===== src/rtl/fsp_pkg.sv =====
package fsp_pkg;
  typedef enum logic [1:0] {TX_IDLE, TX_SYNC, TX_DATA} tx_st_t;
  typedef enum logic {RX_IDLE, RX_DATA} rx_st_t;
endpackage


===== src/rtl/fsp_sclk_gen.sv =====
module fsp_sclk_gen #(
  parameter int DIVW = 8
) (
  input  logic            clk,
  input  logic            rst,
  input  logic [DIVW-1:0] div,
  output logic            sclk,
  output logic            rise,
  output logic            fall
);
  logic [DIVW-1:0] cnt;

  always_ff @(posedge clk) begin
    if (rst) begin
      cnt  <= '0;
      sclk <= 1'b0;
      rise <= 1'b0;
      fall <= 1'b0;
    end else begin
      rise <= 1'b0;
      fall <= 1'b0;
      if (cnt == div) begin
        cnt  <= '0;
        sclk <= ~sclk;
        rise <= ~sclk;
        fall <= sclk;
      end else begin
        cnt <= cnt + 1'b1;
      end
    end
  end
endmodule


===== src/rtl/fsp_tx.sv =====
module fsp_tx
  import fsp_pkg::*;
#(
  parameter int DW = 16,
  localparam int IW = $clog2(DW)
) (
  input  logic          clk,
  input  logic          rst,
  input  logic          rise,
  input  logic          alt,
  input  logic          inv,
  input  logic [IW-1:0] wl,
  input  logic [DW-1:0] tx_data,
  input  logic          tx_valid,
  output logic          tx_ready,
  output logic          tfs_o,
  output logic          dt_o
);
  tx_st_t        st;
  logic [DW-1:0] hold_q, word_q;
  logic          hold_v;
  logic [IW-1:0] bit_q;

  assign tx_ready = ~hold_v;

  always_ff @(posedge clk) begin
    if (rst) begin
      st     <= TX_IDLE;
      hold_q <= '0;
      hold_v <= 1'b0;
      word_q <= '0;
      bit_q  <= '0;
      tfs_o  <= inv;
      dt_o   <= 1'b0;
    end else begin
      if (tx_valid && !hold_v) begin
        hold_q <= tx_data;
        hold_v <= 1'b1;
      end
      if (rise) begin
        unique case (st)
          TX_IDLE: begin
            if (hold_v) begin
              word_q <= hold_q;
              hold_v <= 1'b0;
              tfs_o  <= ~inv;
              if (alt) begin
                dt_o  <= hold_q[wl];
                bit_q <= wl;
                st    <= TX_DATA;
              end else begin
                dt_o <= 1'b0;
                st   <= TX_SYNC;
              end
            end else begin
              tfs_o <= inv;
              dt_o  <= 1'b0;
            end
          end
          TX_SYNC: begin
            tfs_o <= inv;
            dt_o  <= word_q[wl];
            bit_q <= wl;
            st    <= TX_DATA;
          end
          TX_DATA: begin
            if (bit_q != '0) begin
              bit_q <= bit_q - 1'b1;
              dt_o  <= word_q[bit_q-1'b1];
            end else if (!alt && hold_v) begin
              word_q <= hold_q;
              hold_v <= 1'b0;
              tfs_o  <= ~inv;
              dt_o   <= 1'b0;
              st     <= TX_SYNC;
            end else begin
              tfs_o <= inv;
              dt_o  <= 1'b0;
              st    <= TX_IDLE;
            end
          end
          default: st <= TX_IDLE;
        endcase
      end
    end
  end
endmodule


===== src/rtl/fsp_rfs_gen.sv =====
module fsp_rfs_gen #(
  parameter int RFSW = 12,
  parameter int IW   = 4
) (
  input  logic            clk,
  input  logic            rst,
  input  logic            rise,
  input  logic [RFSW-1:0] div,
  input  logic            alt,
  input  logic            inv,
  input  logic [IW-1:0]   wl,
  output logic            act,
  output logic            pin
);
  logic [RFSW-1:0] cnt;
  logic            nxt;

  always_comb begin
    if (alt) nxt = (cnt <= RFSW'(wl));
    else     nxt = (cnt == '0);
  end

  always_ff @(posedge clk) begin
    if (rst) begin
      cnt <= '0;
      act <= 1'b0;
      pin <= inv;
    end else if (rise) begin
      act <= nxt;
      pin <= nxt ^ inv;
      cnt <= (cnt == div) ? '0 : cnt + 1'b1;
    end
  end
endmodule


===== src/rtl/fsp_rx.sv =====
module fsp_rx
  import fsp_pkg::*;
#(
  parameter int DW = 16,
  localparam int IW = $clog2(DW)
) (
  input  logic          clk,
  input  logic          rst,
  input  logic          ext_clk,
  input  logic          fall_int,
  input  logic          sclk_i,
  input  logic          rfs_i,
  input  logic          dr_i,
  input  logic          use_int_rfs,
  input  logic          int_rfs_act,
  input  logic          inv,
  input  logic          alt,
  input  logic [IW-1:0] wl,
  output logic [DW-1:0] rx_data,
  output logic          rx_valid
);
  logic [2:0]    s_clk;
  logic [1:0]    s_fs, s_dr;
  rx_st_t        st;
  logic [DW-1:0] sh, nsh;
  logic [IW-1:0] cnt;
  logic          samp, bit_in, sync_act;

  always_ff @(posedge clk) begin
    if (rst) begin
      s_clk <= '0;
      s_fs  <= '0;
      s_dr  <= '0;
    end else begin
      s_clk <= {s_clk[1:0], sclk_i};
      s_fs  <= {s_fs[0], rfs_i};
      s_dr  <= {s_dr[0], dr_i};
    end
  end

  always_comb begin
    samp     = ext_clk ? (s_clk[2] & ~s_clk[1]) : fall_int;
    bit_in   = ext_clk ? s_dr[1] : dr_i;
    sync_act = use_int_rfs ? int_rfs_act : ((ext_clk ? s_fs[1] : rfs_i) ^ inv);
    nsh      = {sh[DW-2:0], bit_in};
  end

  always_ff @(posedge clk) begin
    if (rst) begin
      st       <= RX_IDLE;
      sh       <= '0;
      cnt      <= '0;
      rx_data  <= '0;
      rx_valid <= 1'b0;
    end else begin
      rx_valid <= 1'b0;
      if (samp) begin
        unique case (st)
          RX_IDLE: begin
            if (sync_act) begin
              st <= RX_DATA;
              if (alt) begin
                sh  <= DW'(bit_in);
                cnt <= IW'(1);
              end else begin
                sh  <= '0;
                cnt <= '0;
              end
            end
          end
          RX_DATA: begin
            if (cnt == wl) begin
              rx_data  <= nsh;
              rx_valid <= 1'b1;
              sh       <= '0;
              cnt      <= '0;
              st       <= (!alt && sync_act) ? RX_DATA : RX_IDLE;
            end else begin
              sh  <= nsh;
              cnt <= cnt + 1'b1;
            end
          end
          default: st <= RX_IDLE;
        endcase
      end
    end
  end
endmodule


===== src/rtl/fsport.sv =====
module fsport #(
  parameter int DW   = 16,
  parameter int MINW = 8,
  parameter int DIVW = 8,
  parameter int RFSW = 12,
  localparam int IW  = $clog2(DW)
) (
  input  logic            clk,
  input  logic            rst,
  input  logic [DIVW-1:0] cfg_sclk_div,
  input  logic [RFSW-1:0] cfg_rfs_div,
  input  logic [IW-1:0]   cfg_wlen_m1,
  input  logic            cfg_tx_alt,
  input  logic            cfg_rx_alt,
  input  logic            cfg_tfs_inv,
  input  logic            cfg_rfs_inv,
  input  logic            cfg_rfs_int,
  input  logic            cfg_rx_ext_clk,
  input  logic [DW-1:0]   tx_data,
  input  logic            tx_valid,
  output logic            tx_ready,
  output logic [DW-1:0]   rx_data,
  output logic            rx_valid,
  output logic            sclk_o,
  output logic            tfs_o,
  output logic            dt_o,
  output logic            rfs_o,
  input  logic            sclk_i,
  input  logic            rfs_i,
  input  logic            dr_i
);
  localparam logic [IW-1:0] WMIN = IW'(MINW - 1);

  logic [IW-1:0] wl;
  logic          rise, fall, int_act;

  assign wl = (cfg_wlen_m1 < WMIN) ? WMIN : cfg_wlen_m1;

  fsp_sclk_gen #(.DIVW(DIVW)) u_clk (
    .clk(clk), .rst(rst), .div(cfg_sclk_div),
    .sclk(sclk_o), .rise(rise), .fall(fall)
  );

  fsp_tx #(.DW(DW)) u_tx (
    .clk(clk), .rst(rst), .rise(rise), .alt(cfg_tx_alt), .inv(cfg_tfs_inv),
    .wl(wl), .tx_data(tx_data), .tx_valid(tx_valid), .tx_ready(tx_ready),
    .tfs_o(tfs_o), .dt_o(dt_o)
  );

  fsp_rfs_gen #(.RFSW(RFSW), .IW(IW)) u_rfs (
    .clk(clk), .rst(rst), .rise(rise), .div(cfg_rfs_div), .alt(cfg_rx_alt),
    .inv(cfg_rfs_inv), .wl(wl), .act(int_act), .pin(rfs_o)
  );

  fsp_rx #(.DW(DW)) u_rx (
    .clk(clk), .rst(rst), .ext_clk(cfg_rx_ext_clk), .fall_int(fall),
    .sclk_i(sclk_i), .rfs_i(rfs_i), .dr_i(dr_i), .use_int_rfs(cfg_rfs_int),
    .int_rfs_act(int_act), .inv(cfg_rfs_inv), .alt(cfg_rx_alt), .wl(wl),
    .rx_data(rx_data), .rx_valid(rx_valid)
  );
endmodule


===== config.mk =====
export PLATFORM = sky130hd
export DESIGN_NAME = fsport
export DESIGN_NICKNAME = d
export VERILOG_FILES = /design/src/rtl/fsp_pkg.sv /design/src/rtl/fsp_sclk_gen.sv /design/src/rtl/fsp_tx.sv /design/src/rtl/fsp_rfs_gen.sv /design/src/rtl/fsp_rx.sv /design/src/rtl/fsport.sv
export SDC_FILE = /design/constraint.sdc
export NUM_CORES = 1
export LEC_CHECK = 0
export CAP_MARGIN = 20
export CELL_PAD_IN_SITES_DETAIL_PLACEMENT = 0
export CELL_PAD_IN_SITES_GLOBAL_PLACEMENT = 1
export CORE_ASPECT_RATIO = 0.8
export CORE_MARGIN = 2
export CORE_UTILIZATION = 40
export DETAILED_ROUTE_END_ITERATION = 7
export DONT_BUFFER_PORTS = 1
export GPL_TIMING_DRIVEN = 0
export PLACE_DENSITY_LB_ADDON = 0.1
export SLEW_MARGIN = 20
export SYNTH_ARGS = -nofsm -noshare
export SYNTH_HDL_FRONTEND = slang
export SYNTH_HIERARCHICAL = 1
export SYNTH_SLANG_ARGS = --single-unit

===== constraint.sdc =====
create_clock -name clk -period 5 [get_ports clk]
set_clock_uncertainty 0.15 [all_clocks]
set_input_delay 0.75 -clock clk [delete_from_list [all_inputs] [get_ports clk]]
set_output_delay 0.75 -clock clk [all_outputs]
set_load 0.01 [all_outputs]

==> qor.yml, run 1 <==
grt_max_degree: 19
antenna_cells_inserted: 0
timing.setup.tns_ns: 0
die_area_sq_um: 14600
hpwl_microns: 10100
powerDensity_nw_per_um2: 298
io_pins: 74
max-cap-violations: 0
area_growth_pct: 9.73
grtUsageMet1: 0.285
timing_max_transition_violations_final: 0
place.port_buffers: 0
critical_path_rt_ns: 5.10
synthesis.area_per_instance_sq_um: 8.59
rsz_0062_raised_after_global_routing: "false"
synth_top_flop_cell: "sky130_fd_sc_hd__dfxtp_1"
dr.pass1.iters: 5
post_synthesis_cells: 635
cts_inserted_buffers: 9
r2r-end: "u_tx/dt_o$_SDFFE_PP0P_"
grtUsageTotal: 0.198
ant_nets: 0
worst_hold_startpoint: "u_rx/s_clk[0]$_SDFF_PP0_"
htree_num_levels: 3
synth_top_area_frac: 0.397
grt_util_met2: 0.293
finalCriticalPeriod_ns: 2.71
report.final.hold_viol_count: 0
critical_path.startpoint_type: "flop"
fillCellCount: 1340
post_cts_resize_count: 0
ff2ff_path_depth: 7
cpLargestDelayFamily: "multiplexers"
starting_density: 0.405
synth-async-reset-ratio: 0
layout.area.seq_sq_um: 2220
ys_ff_latch: 110
critPathBufInv: 1
post-cts-setup-buffer-count: 0
num_rows: 38
timing.max_slew.rel_slack: 0.470
number_of_antenna_violations_at_the_first_check_in_global_routing: 0
post_drt_wl_per_cell_microns: 16.5
rrSetupSlack_ns: 2.29
post-route-drc-count: 0
synth_most_common_cell: "sky130_fd_sc_hd__dfxtp_1"
routed_wirelength_microns: 13700
worstHoldPathType: "reg -> reg"
hold-worst-slack_ns: 0.287
grt_pass1_vias: 4375
cpMaxStageDelayCell: "sky130_fd_sc_hd__mux4_1"
synth_top_cells_by_count: "108 x sky130_fd_sc_hd__dfxtp_1, 64 x sky130_fd_sc_hd__a21oi_1, 53 x sky130_fd_sc_hd__nand2_1, 45 x sky130_fd_sc_hd__nand3_1, 45 x sky130_fd_sc_hd__o21ai_0"
core_sq_um: 13500
multi_input_comb_area_sq_um: 2960
synth_cell_types: 62
synth-seq-area-share: 0.408
finalWeightedCongestion: 0.809
holdPathEnd: "u_rx/s_clk[1]$_SDFF_PP0_"
post_drt_via_cell_ratio: 5.49
worst_hold_path_depth: 1
routed-via-count: 4563
tightestPinTransition_ns: 0.789
worst-path-max-fanout: 6
vdd.ir_drop.worst_mv: 0.199
netlist_area_sq_um: 5450
setup.worst_path.end_class: "flop"
maximum_count_of_clock_buffers_along_a_single_path: 2
detail_route.iter0.violations: 256
grt.overflow.total: 0
synth_enable_flop_cells: 2
timing_worst_setup_path_type: "reg -> reg"
crit_path_max_incr_delay_ns: 0.63
rr_startpoint: "u_tx/bit_q[0]$_SDFFE_PP0P_"
cts.reportedPaths.clkPinSlew_ns: 0.07
arr_time_crit_path_ns: 2.81
postSynthNetCount: 700
clock_sink_count: 110
clkLatencyLatePin_ns: 0.35
gr-usage-met3: 0.0436
setup_violations: 0
die-width_microns: 135
drive_above_1_share: 0.0676
grt_first_pass_wirelength_microns: 22700
status: "complete, no violations"
global_route.peak_usage_layer: "met2"
final_min_period_over_clock_period: 0.543
cellLeakagePower_uw: 0.00210
die_y_microns: 108
synth.largest_area_cell: "sky130_fd_sc_hd__dfxtp_1"
yosys-top-cells-area: "sky130_fd_sc_hd__dfxtp_1 40%, sky130_fd_sc_hd__a21oi_1 5.9%, sky130_fd_sc_hd__mux2i_1 5.1%"
design.final.nets: 711
yosysWarningCount: 6
clock_tree_from_tritoncts: "yes"
timing.critical_path.cells: "inv_1, ha_1, xor2_2, mux4_1, a2bb2oi_1, and4b_1, o31a_1"
achievable-frequency_mhz: 368
ctsHoldBuffers: 0
ctsRootBufferMaster: "sky130_fd_sc_hd__clkbuf_16"
where the power goes:
group	internal [uW]	switching [uW]	total (uW)
logic	45.8	72.8	119
registers	896	15.6	912
clock network	408	345	753
total	1350	433	1780
per-stage QoR:
stage	power [uW]	cell area [sq um]	util	cells	setup slack, ns
floorplan	1020	5450	-	635	2.48
global placement	1050	5680	0.422	815	2.28
detailed placement	1050	5680	0.422	815	2.27
CTS	1810	5980	0.445	831	2.26
global route	1860	5980	0.445	831	2.17
finish	1780	5980	0.445	831	2.29
routing by layer:
layer | wire [microns] | share of wire | vias to the layer above
met1 | 7080 | 0.52 | 2162
met4 | 234 | 0.017 | 0
li1 | - | - | 2271
met3 | 680 | 0.050 | 17
met5 | 0 | 0 | -
met2 | 5700 | 0.42 | 113
flip-flops by register name, indices dropped and copies added (netlist names):
register       flops
u_clk/rise         1
u_rx/rx_data      16
u_rx/sh           15
u_tx/hold_q       16
u_rx/cnt           4
u_rx/st            1
u_rx/s_fs          2
u_clk/sclk         1
u_rx/s_clk         3
u_tx/hold_v        1
u_tx/tfs_o         1
u_rx/s_dr          2
u_clk/fall         1
u_tx/bit_q         4
u_rx/rx_valid      1
u_clk/cnt          8
u_rfs/pin          1
u_rfs/cnt         12
u_rfs/act          1
u_tx/st            2
u_tx/word_q       16
u_tx/dt_o          1
layout make-up:
cell class	instances	share of cell area
multi-input cells	462	0.495
flip-flops and latches	110	0.371
clock buffers	11	0.0406
well taps	180	0.0376
plain buffers	38	0.0291
inverters	25	0.0157
clock inverters	5	0.0105
worst register-to-register path, cell delays in order (launching register included):
cell	delay (ns)
sky130_fd_sc_hd__dfxtp_1	0.42
sky130_fd_sc_hd__inv_1	0.13
sky130_fd_sc_hd__ha_1	0.29
sky130_fd_sc_hd__xor2_2	0.41
sky130_fd_sc_hd__mux4_1	0.63
sky130_fd_sc_hd__a2bb2oi_1	0.14
sky130_fd_sc_hd__and4b_1	0.20
sky130_fd_sc_hd__o31a_1	0.23
cells in the final DEF, fill, tap and decap left out, types with 8 or more instances in the layout:
cell,netlist,routed
sky130_fd_sc_hd__dfxtp_1,108,108
sky130_fd_sc_hd__a21oi_1,64,64
sky130_fd_sc_hd__nand2_1,53,53
sky130_fd_sc_hd__nand3_1,45,45
sky130_fd_sc_hd__o21ai_0,45,45
sky130_fd_sc_hd__nor2_1,44,44
sky130_fd_sc_hd__mux2i_1,28,28
sky130_fd_sc_hd__inv_1,25,25
sky130_fd_sc_hd__clkbuf_1,23,24
sky130_fd_sc_hd__xor2_1,20,20
sky130_fd_sc_hd__xnor2_1,18,18
sky130_fd_sc_hd__nor3_1,15,15
sky130_fd_sc_hd__ha_1,13,13
sky130_fd_sc_hd__nor2b_1,13,13
sky130_fd_sc_hd__nand4_1,11,11
sky130_fd_sc_hd__clkbuf_16,0,9
sky130_fd_sc_hd__nand2b_1,8,8
logic make-up after synthesis:
group	Yosys count	share of synthesized area
flops	110	0.408
mux	40	0.0900
xor+xnor	39	0.0640
simple gates	222	0.202
buf+inv	63	0.0491
compound gates	148	0.157
fa+ha+maj	13	0.0298
how the worst max path moves through the flow:
stage	start	end	slack, ns	depth (start not counted)
after floorplan	cfg_wlen_m1[0]	u_tx/dt_o$_SDFFE_PP0P_	2.48	6
after global placement	cfg_wlen_m1[0]	u_tx/dt_o$_SDFFE_PP0P_	2.28	6
after detailed placement	cfg_wlen_m1[0]	u_tx/dt_o$_SDFFE_PP0P_	2.27	6
after CTS	u_tx/bit_q[0]$_SDFFE_PP0P_	u_tx/dt_o$_SDFFE_PP0P_	2.26	7
after global routing	u_tx/bit_q[0]$_SDFFE_PP0P_	u_tx/dt_o$_SDFFE_PP0P_	2.17	7
final	u_tx/bit_q[0]$_SDFFE_PP0P_	u_tx/dt_o$_SDFFE_PP0P_	2.29	7
No activity file was read; power rests on OpenSTA's default activity.
==> run 2, diff against run 1 <==
--- a/config.mk
+++ b/config.mk
@@ -5,6 +5,7 @@
 export SDC_FILE = /design/constraint.sdc
 export NUM_CORES = 1
 export LEC_CHECK = 0
+export ABC_AREA = 1
 export CAP_MARGIN = 20
 export CELL_PAD_IN_SITES_DETAIL_PLACEMENT = 0
 export CELL_PAD_IN_SITES_GLOBAL_PLACEMENT = 1
==> constraint.sdc (replaced) <==
create_clock -name clk -period 2.7 [get_ports clk]
set_clock_uncertainty 0.15 [all_clocks]
set_input_delay 0.405 -clock clk [delete_from_list [all_inputs] [get_ports clk]]
set_output_delay 0.405 -clock clk [all_outputs]
set_load 0.01 [all_outputs]
==> run 2 against run 1 <==
Effect of this change:
- cell count rose by 31%
- highest routed layer unchanged
- setup slack got worse by 1.8 ns
- synthesized cell count rose by 38%
- sequential power rose by 84%
==> qor.yml, run 2 <==
detail_route.iter0.violations: 329
top_flop_regs: "u_rx/rx_data (16), u_tx/hold_q (16), u_tx/word_q (16)"
grt_first_pass_wirelength_microns: 24900
switching_power_uw: 861
max-cap-violations: 0
synthAdderAreaFrac: 0.0269
postSynthNetCount: 943
yosys.area_share.simple: 0.300
switching_share: 0.250
comb_power_share: 0.077
num_rows: 40
routed_wirelength_microns: 14700
synth-async-reset-ratio: 0
synth_most_common_cell: "sky130_fd_sc_hd__nand2_1"
met2_wirelength_microns: 6560
report.final.hold_viol_count: 0
hpwl_microns: 11100
post_drt_via_cell_ratio: 4.83
ctsRootBufferMaster: "sky130_fd_sc_hd__clkbuf_16"
cts.reportedPaths.clkPinSlew_ns: 0.08
met3_wirelength_microns: 599
io_pins: 74
cellLeakagePower_uw: 0.00293
tightestPinTransition_ns: 0.602
setup.worst_path.end_class: "flop"
critical_path.startpoint_type: "flop"
timing_worst_setup_path_type: "reg -> reg"
design.final.nets: 957
critical_path_rt_ns: 2.84
setup_violations: 0
clock_sink_count: 110
synth_top_flop_cell: "sky130_fd_sc_hd__dfxtp_1"
core_sq_um: 14900
clock_tree_from_tritoncts: "yes"
largest_family_of_logic_cells_by_synthesized_area: "simple AND/OR/NAND/NOR gates"
area_growth_pct: 9.89
finalWeightedCongestion: 0.823
yosysWarningCount: 6
synth-seq-area-share: 0.368
grt.overflow.total: 0
pwr-share-seq: 0.488
post-cts-setup-buffer-count: 0
achievable-frequency_mhz: 453
status: "complete, no violations"
cts_inserted_buffers: 9
routed-via-count: 5249
synth.largest_area_cell: "sky130_fd_sc_hd__dfxtp_1"
power_frac_clock: 0.435
post_drt_wl_per_cell_microns: 13.5
synth_top_cells_by_count: "207 x sky130_fd_sc_hd__nand2_1, 137 x sky130_fd_sc_hd__inv_1, 108 x sky130_fd_sc_hd__dfxtp_1, 82 x sky130_fd_sc_hd__nor2_1, 81 x sky130_fd_sc_hd__nand3_1"
synthXorXnorAreaFrac: 0.0290
antenna_cells_inserted: 0
powerDensity_nw_per_um2: 519
synthesis.area_per_instance_sq_um: 6.87
post_synthesis_cells: 878
grtUsageTotal: 0.194
timing.max_slew.rel_slack: 0.599
synth-compound-area-share: 0.146
place_area_sq_um: 6270
worst_hold_path_depth: 2
drive_above_1_share: 0.120
layout_common_cells: "207 x sky130_fd_sc_hd__nand2_1, 137 x sky130_fd_sc_hd__inv_1, 108 x sky130_fd_sc_hd__dfxtp_1, 82 x sky130_fd_sc_hd__nor2_1, 81 x sky130_fd_sc_hd__nand3_1"
number_of_antenna_violations_at_the_first_check_in_global_routing: 0
worstHoldPathType: "in -> reg"
yosys-top-cells-area: "sky130_fd_sc_hd__dfxtp_1 36%, sky130_fd_sc_hd__nand2_1 13%, sky130_fd_sc_hd__inv_1 8.5%"
place.port_buffers: 0
synth_top_area_frac: 0.358
die-width_microns: 141
cellInternalPower_uw: 2580
final_min_period_over_clock_period: 0.817
r2r-end: "u_tx/dt_o$_SDFFE_PP0P_"
rsz_0062_raised_after_global_routing: "false"
worst_hold_startpoint: "dr_i"
arr_time_crit_path_ns: 2.35
layout.cells.most_common: "sky130_fd_sc_hd__nand2_1"
dr.pass1.iters: 6
rr_startpoint: "u_tx/bit_q[0]$_SDFFE_PP0P_"
finalCriticalPeriod_ns: 2.21
synth_cell_types: 35
grt_pass1_vias: 5151
ff2ff_path_depth: 12
maximum_count_of_clock_buffers_along_a_single_path: 2
timing_max_transition_violations_final: 0
htree_num_levels: 3
clkLatencyLatePin_ns: 0.37
rrSetupSlack_ns: 0.49
vdd.ir_drop.worst_mv: 0.294
ys_ff_latch: 110
die_area_sq_um: 16100
ant_nets: 0
timing.setup.tns_ns: 0
worst-path-max-fanout: 10
met1Wirelength_microns: 7380
synth_enable_flop_cells: 2
die_y_microns: 114
maxUsedRoutingLayer: "met4"
netlist_area_sq_um: 6040
finish.instance_area_sq_um: 6630
holdPathEnd: "u_rx/s_dr[0]$_SDFF_PP0_"
starting_density: 0.406
grt_max_degree: 20
synthMuxAreaShare: 0
post-route-drc-count: 0
## run 2: cell type report
cell class              count  area, sq um
multi-input cells         588         3030
flip-flops and latches    110         2220
clock inverters             7          105
plain buffers              32          223
fillers                  1575         8230
repair buffers              3         30.0
clock buffers               9          225
inverters                 148          558
well taps                 189          236
## run 2: logic make-up (layout without fill, tap and decap cells)
family | count (synthesis) | in the layout
adder cells (fa/ha/maj) | 13 | 13
flip-flops | 110 | 110
AO/OA/AOI/OAI | 148 | 148
AND/OR/NAND/NOR | 407 | 407
XOR/XNOR | 20 | 20
buffers and inverters | 180 | 199
## run 2: how the worst max path moves through the flow
stage	end	cells after the start	slack, ns	start
2_1_floorplan	u_tx/word_q[0]$_SDFFE_PP0P_	13	0.82	u_tx/bit_q[0]$_SDFFE_PP0P_
3_3_place_gp	u_tx/dt_o$_SDFFE_PP0P_	12	0.51	cfg_wlen_m1[1]
3_5_place_dp	u_tx/dt_o$_SDFFE_PP0P_	12	0.51	cfg_wlen_m1[1]
4_1_cts	u_tx/dt_o$_SDFFE_PP0P_	12	0.51	u_tx/bit_q[0]$_SDFFE_PP0P_
5_1_grt	u_tx/dt_o$_SDFFE_PP0P_	12	0.29	u_tx/bit_q[0]$_SDFFE_PP0P_
6_report	u_tx/dt_o$_SDFFE_PP0P_	12	0.49	u_tx/bit_q[0]$_SDFFE_PP0P_
## run 2: repair_timing
item,in CTS,in global routing
hold buffers,3,0
endpoints found under the hold margin,4,0
endpoints found under the setup margin,0,0
gates resized for setup,0,0
## run 2: power by group through the flow
| stage | Sequential, uW | Combinational [uW] | Clock [uW] |
|---|---|---|---|
| CTS | 1680 | 267 | 1540 |
| global route | 1680 | 306 | 1590 |
| floorplan | 1710 | 202 | 0 |
| global placement | 1710 | 255 | 0 |
| detailed placement | 1720 | 261 | 0 |
| finish | 1680 | 266 | 1500 |
## run 2: stage by stage
step / hold WS [ns] / util / worst slack, ns / std cells / power (uW)
2_1_floorplan: 0.238 / - / 0.815 / 878 / 1910
3_3_place_gp: 0.242 / 0.422 / 0.514 / 1067 / 1970
3_5_place_dp: 0.243 / 0.422 / 0.508 / 1067 / 1980
4_1_cts: 0.00663 / 0.446 / 0.510 / 1086 / 3480
5_1_grt: 0.0257 / 0.446 / 0.289 / 1086 / 3580
6_report: 0.0214 / 0.446 / 0.495 / 1086 / 3440
## run 2: routing by layer
metal  vias up  GRT usage
met5         -          0
met4         0     0.0593
met3         8     0.0466
met2        77      0.307
met1      2383      0.262
li1       2781          -
## run 2: critical path, cell delays in order (launching register included)
cell and delay, ns:
sky130_fd_sc_hd__dfxtp_1 0.31, sky130_fd_sc_hd__buf_2 0.21, sky130_fd_sc_hd__inv_2 0.07, sky130_fd_sc_hd__buf_4 0.17, sky130_fd_sc_hd__ha_1 0.38, sky130_fd_sc_hd__inv_1 0.14
sky130_fd_sc_hd__nand3_1 0.11, sky130_fd_sc_hd__nand3_1 0.10, sky130_fd_sc_hd__nand3_1 0.13, sky130_fd_sc_hd__nand3_1 0.10, sky130_fd_sc_hd__nand2_1 0.08, sky130_fd_sc_hd__nand2_1 0.05
sky130_fd_sc_hd__a21oi_1 0.12
==> run 3, diff against run 2 <==
--- a/config.mk
+++ b/config.mk
@@ -5,7 +5,7 @@
 export SDC_FILE = /design/constraint.sdc
 export NUM_CORES = 1
 export LEC_CHECK = 0
-export ABC_AREA = 1
+export ABC_AREA = 0
 export CAP_MARGIN = 20
 export CELL_PAD_IN_SITES_DETAIL_PLACEMENT = 0
 export CELL_PAD_IN_SITES_GLOBAL_PLACEMENT = 1
==> constraint.sdc (replaced) <==
create_clock -name clk -period 2.2 [get_ports clk]
set_clock_uncertainty 0.15 [all_clocks]
set_input_delay 0.33 -clock clk [delete_from_list [all_inputs] [get_ports clk]]
set_output_delay 0.33 -clock clk [all_outputs]
set_load 0.01 [all_outputs]
==> run 3 against run 2 <==
Effect of this change:
- setup slack worse by 0.49 ns
- power up 19%
- routed wire length down 3.8%
- global-route usage up 0.51 points
- core utilization up 2.5 points
- design area down 4.3%
- sequential share of layout area up 1.6 points
- sequential cell count unchanged
- register-to-register slack worse by 0.49 ns
- non-clock buffer count up 32
- maximum frequency up 0.37%
- sequential power up 23%
- critical path type unchanged
==> qor.yml, run 3 (synthesized netlist as in run 1, its figures left out) <==
status: "complete, no violations"
finalCriticalPeriod_ns: 2.20
timing_max_transition_violations_final: 0
detail_route.iter0.violations: 177
routed_wirelength_microns: 14100
die-width_microns: 135
report.final.hold_viol_count: 0
ctsRootBufferMaster: "sky130_fd_sc_hd__clkbuf_16"
cts_inserted_buffers: 9
maximum_count_of_clock_buffers_along_a_single_path: 2
critical_path_rt_ns: 2.29
number_of_antenna_violations_at_the_first_check_in_global_routing: 0
crit_path_end: "u_tx/dt_o$_SDFFE_PP0P_"
clkLatencyLatePin_ns: 0.35
setup.worst_path.end_class: "flop"
layout.cells.most_common: "sky130_fd_sc_hd__dfxtp_1"
grt_pass1_vias: 4585
fillCellCount: 1329
design.final.nets: 740
place.port_buffers: 0
routed-via-count: 4690
grtUsageTotal: 0.199
clock_sink_count: 110
layout_common_cells: "104 x sky130_fd_sc_hd__dfxtp_1, 64 x sky130_fd_sc_hd__a21oi_1, 53 x sky130_fd_sc_hd__nand2_1, 45 x sky130_fd_sc_hd__nand3_1, 44 x sky130_fd_sc_hd__nor2_1"
starting_density: 0.405
powerDensity_nw_per_um2: 646
timing.max_slew.rel_slack: 0.598
setup_violations: 0
r2r-end: "u_tx/dt_o$_SDFFE_PP0P_"
grt_first_pass_wirelength_microns: 22900
worst-path-max-fanout: 6
post-route-drc-count: 0
cts.reportedPaths.clkPinSlew_ns: 0.07
area_growth_pct: 16.4
io_pins: 74
arr_time_crit_path_ns: 2.29
rr_startpoint: "u_tx/bit_q[0]$_SDFFE_PP0P_"
clock_tree_from_tritoncts: "yes"
rsz_0062_raised_after_global_routing: "true"
ff2ff_path_depth: 8
dp.cells: 815
timing_worst_setup_path_type: "reg -> reg"
grt_max_degree: 18
core_sq_um: 13500
worstHoldPathType: "in -> reg"
top_flop_regs: "u_rx/rx_data (16), u_tx/hold_q (16), u_tx/word_q (16)"
hpwl_microns: 10000
dr.pass1.iters: 4
totalPowerFinal_uw: 4100
achievable-frequency_mhz: 455
ant_nets: 0
rrSetupSlack_ns: 0.003
timing.setup.tns_ns: 0
drive_above_1_share: 0.104
post_drt_via_cell_ratio: 5.45
worst_setup_path_startpoint: "u_tx/bit_q[0]$_SDFFE_PP0P_"
final-instance-count-excl-fill: 860
post_drt_wl_per_cell_microns: 16.4
die_area_sq_um: 14600
grt.overflow.total: 0
antenna_cells_inserted: 0
finalWeightedCongestion: 0.806
max-cap-violations: 0
tightestPinTransition_ns: 0.603
final_min_period_over_clock_period: 0.999
vdd.ir_drop.worst_mv: 0.393
die_y_microns: 108
htree_num_levels: 3
final_core_utilization: 0.472
critical_path.startpoint_type: "flop"
cellLeakagePower_uw: 0.00224
num_rows: 38
-- run 3: layout make-up --
class                      instances  area, sq um  share of cell area
multi-input combinational        462         3010               0.475
sequential                       110         2230               0.351
timing repair buffer              30          294              0.0463
clock buffer                      12          258              0.0406
tap                              180          225              0.0355
buffer                            37          175              0.0276
inverter                          25         98.8              0.0156
clock inverter                     4         52.6             0.00828
-- run 3: what timing repair did --
| item | in CTS | in global routing |
|---|---|---|
| setup endpoints to repair | 21 | 38 |
| resized for setup | 10 | 13 |
| setup buffers | 6 | 3 |
| pin swaps | 1 | 1 |
| hold endpoints to repair | 23 | 0 |
| hold buffers | 21 | 0 |
-- run 3: through the flow --
stage	worst slack (ns)	hold slack (ns)	cell area (sq um)
final	0.00286	0.0256	6340
after global routing	-0.0501	0.0261	6340
after CTS	0.000373	0.00623	6290
after detailed placement	-0.410	0.253	5700
after global placement	-0.367	0.252	5700
after floorplan	0.0128	0.249	5470
-- run 3: critical path, cell delays in order (launching register included) --
cell and delay, ns:
sky130_fd_sc_hd__dfxtp_4 0.35, sky130_fd_sc_hd__inv_4 0.06, sky130_fd_sc_hd__ha_4 0.16, sky130_fd_sc_hd__xor2_4 0.16, sky130_fd_sc_hd__buf_12 0.13, sky130_fd_sc_hd__mux4_2 0.50
sky130_fd_sc_hd__a2bb2oi_1 0.14, sky130_fd_sc_hd__and4b_1 0.20, sky130_fd_sc_hd__o31a_1 0.23
-- run 3: how the worst min path moves through the flow --
stage / from / endpoint / slack (ns) / cells after the start
floorplan: rst / u_clk/sclk$_SDFFE_PP0N_ / 0.25 / 1
global placement: rst / u_clk/sclk$_SDFFE_PP0N_ / 0.25 / 1
detailed placement: rst / u_clk/sclk$_SDFFE_PP0N_ / 0.25 / 1
CTS: rst / u_clk/cnt[1]$_SDFF_PP0_ / 0.006 / 2
global route: rst / u_clk/cnt[1]$_SDFF_PP0_ / 0.03 / 2
finish: rst / u_clk/cnt[1]$_SDFF_PP0_ / 0.03 / 2
-- run 3: where the power goes --
part	switching [uW]	internal, uW	total [uW]
Clock	763	959	1720
Sequential	36.6	2040	2070
Combinational	173	129	302
Total	973	3120	4100
-- run 3: routing by layer --
metal  wire length [microns]  GRT usage  vias up
met1                    6930      0.272     2263
met3                     645     0.0455        8
li1                        -          -     2322
met4                     131     0.0496        0
met5                       0          0        -
met2                    6410      0.319       97
